--- config.mk ---
export PLATFORM = sky130hd
export DESIGN_NAME = lut_slice
export DESIGN_NICKNAME = d
export VERILOG_FILES = /design/src/rtl/lut_slice_pkg.sv /design/src/rtl/lut_cfg_store.sv /design/src/rtl/lut_read_mux.sv /design/src/rtl/lut_out_stage.sv /design/src/rtl/lut_slice.sv
export SDC_FILE = /design/constraint.sdc
export NUM_CORES = 1
export LEC_CHECK = 0
export CAP_MARGIN = 20
export CORE_ASPECT_RATIO = 2
export CORE_MARGIN = 8
export CORE_UTILIZATION = 40
export DETAILED_ROUTE_END_ITERATION = 10
export GPL_TIMING_DRIVEN = 0
export PLACE_DENSITY = 0.66
export SYNTH_ARGS = -nofsm -noshare
export SYNTH_HDL_FRONTEND = slang
export SYNTH_SLANG_ARGS = --single-unit
--- constraint.sdc ---
create_clock -name clk -period 4.3 [get_ports clk]
set_input_delay 0.43 -clock clk [delete_from_list [all_inputs] [get_ports clk]]
set_output_delay 0.43 -clock clk [all_outputs]
set_load 0.05 [all_outputs]
--- src/rtl/lut_slice_pkg.sv ---
package lut_slice_pkg;

  typedef enum logic [1:0] {
    SM_CFG   = 2'b00,
    SM_LOGIC = 2'b01,
    SM_ROM   = 2'b10,
    SM_RAM   = 2'b11
  } slice_mode_e;

  // Next active mode: a RAM request is refused when RAM is not built.
  function automatic slice_mode_e next_mode(input slice_mode_e cur,
                                            input logic [1:0] req,
                                            input bit ram_ok);
    slice_mode_e want;
    want = slice_mode_e'(req);
    if (want == SM_RAM && !ram_ok) return cur;
    return want;
  endfunction

  // Fifth-input mux that fuses the two table outputs.
  function automatic logic fuse_pick(input logic lo, input logic hi,
                                     input logic sel);
    return sel ? hi : lo;
  endfunction

  // The write window of the storage, given the active mode.
  function automatic logic cfg_open(input slice_mode_e m);
    return m == SM_CFG;
  endfunction

endpackage

--- src/rtl/lut_cfg_store.sv ---
module lut_cfg_store
  import lut_slice_pkg::*;
#(
  parameter int LUT_IN  = 4,
  parameter bit HAS_RAM = 1'b1
) (
  input  logic                    clk,
  input  logic                    rst_n,
  input  slice_mode_e             mode,
  input  logic                    ser_en,
  input  logic                    ser_bit,
  input  logic                    par_en,
  input  logic [2*(2**LUT_IN)-1:0] par_word,
  input  logic                    wr_en,
  input  logic [LUT_IN-1:0]       wr_addr,
  input  logic [1:0]              wr_bits,
  output logic [(2**LUT_IN)-1:0]  tbl0,
  output logic [(2**LUT_IN)-1:0]  tbl1
);
  localparam int DEPTH = 2 ** LUT_IN;

  logic load_par, load_ser, ram_wr;

  assign load_par = cfg_open(mode) && par_en;
  assign load_ser = cfg_open(mode) && ser_en && !par_en;
  assign ram_wr   = HAS_RAM && (mode == SM_RAM) && wr_en;

  always_ff @(posedge clk or negedge rst_n) begin
    if (!rst_n) begin
      tbl0 <= '0;
      tbl1 <= '0;
    end else if (load_par) begin
      {tbl1, tbl0} <= par_word;
    end else if (load_ser) begin
      {tbl1, tbl0} <= {tbl1[DEPTH-2:0], tbl0, ser_bit};
    end else if (ram_wr) begin
      tbl0[wr_addr] <= wr_bits[0];
      tbl1[wr_addr] <= wr_bits[1];
    end
  end
endmodule

--- src/rtl/lut_read_mux.sv ---
module lut_read_mux
  import lut_slice_pkg::*;
#(
  parameter int LUT_IN = 4
) (
  input  slice_mode_e             mode,
  input  logic [(2**LUT_IN)-1:0]  tbl0,
  input  logic [(2**LUT_IN)-1:0]  tbl1,
  input  logic [LUT_IN-1:0]       a_sel,
  input  logic [LUT_IN-1:0]       b_sel,
  input  logic                    fuse_sel,
  output logic                    y0_c,
  output logic                    y1_c,
  output logic                    yf_c
);
  logic              live;
  logic [LUT_IN-1:0] idx1;

  always_comb begin
    live = (mode != SM_CFG);
    // single-port RAM: both halves share the address
    idx1 = (mode == SM_RAM) ? a_sel : b_sel;
    y0_c = live & tbl0[a_sel];
    y1_c = live & tbl1[idx1];
    yf_c = live & fuse_pick(tbl0[a_sel], tbl1[a_sel], fuse_sel);
  end
endmodule

--- src/rtl/lut_out_stage.sv ---
module lut_out_stage #(
  parameter int W = 3
) (
  input  logic         clk,
  input  logic         rst_n,
  input  logic         reg_sel,
  input  logic [W-1:0] d,
  output logic [W-1:0] q
);
  for (genvar i = 0; i < W; i++) begin : g_bit
    logic held;
    always_ff @(posedge clk or negedge rst_n) begin
      if (!rst_n) held <= 1'b0;
      else        held <= d[i];
    end
    assign q[i] = reg_sel ? held : d[i];
  end
endmodule

--- src/rtl/lut_slice.sv ---
module lut_slice
  import lut_slice_pkg::*;
#(
  parameter int LUT_IN  = 4,
  parameter bit HAS_RAM = 1'b1
) (
  input  logic                       clk,
  input  logic                       rst_n,
  input  logic [1:0]                 mode_req,
  input  logic                       ld_ser_en,
  input  logic                       ld_ser_bit,
  input  logic                       ld_par_en,
  input  logic [2*(2**LUT_IN)-1:0]   ld_par_word,
  input  logic [LUT_IN-1:0]          a_sel,
  input  logic [LUT_IN-1:0]          b_sel,
  input  logic                       fuse_sel,
  input  logic                       wr_en,
  input  logic [1:0]                 wr_bits,
  input  logic                       out_reg_sel,
  output logic                       y0,
  output logic                       y1,
  output logic                       y_fused,
  output logic [1:0]                 mode_now
);
  localparam int DEPTH = 2 ** LUT_IN;

  slice_mode_e      mode_q;
  logic [DEPTH-1:0] tbl0, tbl1;
  logic             y0_c, y1_c, yf_c;
  logic [2:0]       out_q;

  always_ff @(posedge clk or negedge rst_n) begin
    if (!rst_n) mode_q <= SM_CFG;
    else        mode_q <= next_mode(mode_q, mode_req, HAS_RAM);
  end
  assign mode_now = mode_q;

  lut_cfg_store #(.LUT_IN(LUT_IN), .HAS_RAM(HAS_RAM)) u_store (
    .clk      (clk),
    .rst_n    (rst_n),
    .mode     (mode_q),
    .ser_en   (ld_ser_en),
    .ser_bit  (ld_ser_bit),
    .par_en   (ld_par_en),
    .par_word (ld_par_word),
    .wr_en    (wr_en),
    .wr_addr  (a_sel),
    .wr_bits  (wr_bits),
    .tbl0     (tbl0),
    .tbl1     (tbl1)
  );

  lut_read_mux #(.LUT_IN(LUT_IN)) u_read (
    .mode     (mode_q),
    .tbl0     (tbl0),
    .tbl1     (tbl1),
    .a_sel    (a_sel),
    .b_sel    (b_sel),
    .fuse_sel (fuse_sel),
    .y0_c     (y0_c),
    .y1_c     (y1_c),
    .yf_c     (yf_c)
  );

  lut_out_stage #(.W(3)) u_out (
    .clk     (clk),
    .rst_n   (rst_n),
    .reg_sel (out_reg_sel),
    .d       ({yf_c, y1_c, y0_c}),
    .q       (out_q)
  );

  assign {y_fused, y1, y0} = out_q;
endmodule

==> impl_metrics.tcl <==
set metrics [dict create \
    cts_tree "yes" \
    antenna_found_initial 0 \
    synth_flop_cell "dfrtp_1" \
    synthCells 292 \
    drc 0 \
    rrSetupSlack_ps 2090 \
    coreArea_um2 6833 \
    syn-cell-area_um2 2764 \
    critPathArrivalTime_ps 3210 \
    cts_resized 0 \
    numCtsBuffers 5 \
    synth_most_common_cell "nor2_1" \
    fin_nets 405 \
    period_needed_ps 3637 \
    maxCapViolCount 0 \
    antenna_left 0 \
    first_global_vias 2851 \
    r2r-end "u_store.tbl0[3]$_DFFE_PN0P_" \
    synth_top_area_share 0.3350 \
    synth-async-reset-ratio 1.000 \
    firstDrtPassIters 5 \
    cts_hold_buf 0 \
    vias_per_cell 5.910 \
    cts_buffer_depth 2 \
    start_util 0.4045 \
    grt_max_degree 38 \
    overflow 0 \
    start_kind "input pin" \
    clk_pin_slew_worst_paths_ps 50 \
    finalHoldViolations 0 \
    die_y_um 133.6 \
    dpl.cell_count 436 \
    ir_drop_v 0.0003678 \
    synth_warnings 0 \
    crit_fanout 10 \
    htreeDepth 2 \
    synth_seq_area_share 0.3350 \
    finalMaxSlewViolations 0 \
    cp-endpoint "y_fused" \
    r2r_start "mode_now[0]$_DFF_PN0_" \
    drt_wl_total_um 9338 \
    crit_type "in2out" \
    p_per_area_nw_per_um2 301.6 \
    syn2layout_area_growth_pct 28.47 \
    dieArea_um2 9987 \
    antenna_cells 0 \
    port_buffers 54 \
    cts-root-buf "clkbuf_16" \
    wl_per_cell_um 21.03 \
    dp_hpwl_um 7471 \
    grt_pass1_wl_um 14900 \
    worst_slack_ps 663.4 \
    syn_nets 344 \
    worstPathRequired_ps 3870 \
    fin_tns_setup_ps 0 \
    drive_gt1_frac 0.1893 \
    drt_iter0_drc 162 \
    period_share 0.8457 \
    reg2reg_depth 6 \
    yosys.area.top_type "dfrtp_1" \
    p_leak_nw 1.460 \
    cts.sinks 37 \
    synth_edf_count 0 \
    synth_commonest_cells "nor2_1 (40), dfrtp_1 (37), mux2_2 (33)" \
    finalClockSkew_ps 9.148 \
    worst_pin_slew_ps 860.1 \
    clock_latency_ps 290 \
    grtUsageTotal 0.2003 \
    cp-end-kind "output port" \
    crit_start "a_sel[0]" \
    synth_top_cells_by_area "dfrtp_1 (33%), mux2_2 (13%), a22oi_1 (8.7%), mux4_2 (8.1%), a21oi_1 (5.8%)" \
    gp_congestion 0.9696 \
    rows 43 \
    die_w_um 74.78 \
    synth.distinct_cells 34 \
    ys_seq_elements 37 \
    hold_path_class "in2async" \
    clock.fmax_mhz 275.0 \
    rsz0062_at_grt "no" \
    maxSlewHeadroom 0.4266 \
    instances_no_fill 444 \
    num_vias 2624 \
    avgSynthCellArea_um2 9.465 \
    pin_count 57 \
    postCtsSetupBuffers 0 \
    status "complete, no violations" \
    pre_cts_slack_ps 662.3 \
    setup_violations 0 \
]
==> worst max-delay path, stage by stage <==
cell and delay (ps):
clkdlybuf4s50_1 640, buf_4 250, mux4_2 530, mux2i_1 170, o22ai_1 120, nor3_1 240
o31ai_1 100, clkdlybuf4s50_1 710
==> worst min-delay path by stage <==
stage / to
after global placement: u_store.tbl0[12]$_DFFE_PN0P_
after floorplan: mode_now[0]$_DFF_PN0_
after global routing: u_store.tbl0[0]$_DFFE_PN0P_
after CTS: u_store.tbl0[4]$_DFFE_PN0P_
after detailed placement: u_store.tbl0[14]$_DFFE_PN0P_
final: u_out.g_bit[0].held$_DFF_PN0_
==> power by group <==
group          total, W  internal (W)  switching, W  leakage (nW)
combinational  0.000278      0.000146      0.000132         0.899
sequential     0.000438      0.000390     0.0000480         0.491
clock          0.000355      0.000213      0.000142        0.0706
total           0.00107      0.000749      0.000322          1.46
==> flip-flops by register name, summed over array words and instances (netlist names) <==
register,flops
u_store.tbl0,16
u_store.tbl1,16
u_out.g_bit.held,3
mode_now,2
==> layer usage <==
metal | routed length, µm | up-vias | track usage
met5 | 0 | - | 0
met4 | 633 | 0 | 0.1407
met3 | 608 | 42 | 0.04443
met2 | 4655 | 120 | 0.3278
met1 | 3440 | 1236 | 0.2160
li1 | - | 1226 | -
==> layout by cell type, fill, tap and decap left out, types with 6 or more instances in the layout <==
master	synthesis	final
mux4_2	10	10
buf_2	6	7
a22oi_1	32	32
dfrtp_1	37	37
nor3b_1	6	6
mux2i_1	15	15
nor2_1	40	40
o21ai_0	15	15
nand2_1	17	17
a21oi_1	32	32
clkdlybuf4s50_1	0	53
mux2_2	33	33
clkbuf_1	10	11
==> layout make-up <==
| class | instances | area (µm²) |
|---|---|---|
| Multi-Input combinational cell | 233 | 1729 |
| Inverter | 1 | 3.754 |
| Clock inverter | 2 | 10.01 |
| Tap cell | 90 | 112.6 |
| Sequential cell | 37 | 925.9 |
| Fill cell | 670 | 3282 |
| Buffer | 21 | 105.1 |
| Clock buffer | 6 | 128.9 |
| Timing Repair Buffer | 54 | 535.5 |
==> metrics by stage <==
stage	cell area (µm²)	power, W	hold slack, ps	utilization
after global routing	3551	0.001120	329.7	0.5197
after detailed placement	3412	0.0007207	532.0	0.4994
after floorplan	2764	0.0005962	134.4	-
after CTS	3551	0.001080	291.7	0.5197
final	3551	0.001071	254.7	0.5197
after global placement	3417	0.0007155	519.9	0.5001
==> logic make-up after synthesis <==
logic type,Yosys count,share of synthesized area
compound gates,93,0.2078
buf+inv,22,0.03939
flops,37,0.3350
mux,60,0.2834
simple gates,80,0.1344
Note: power is estimated with default switching activity, not from simulation.
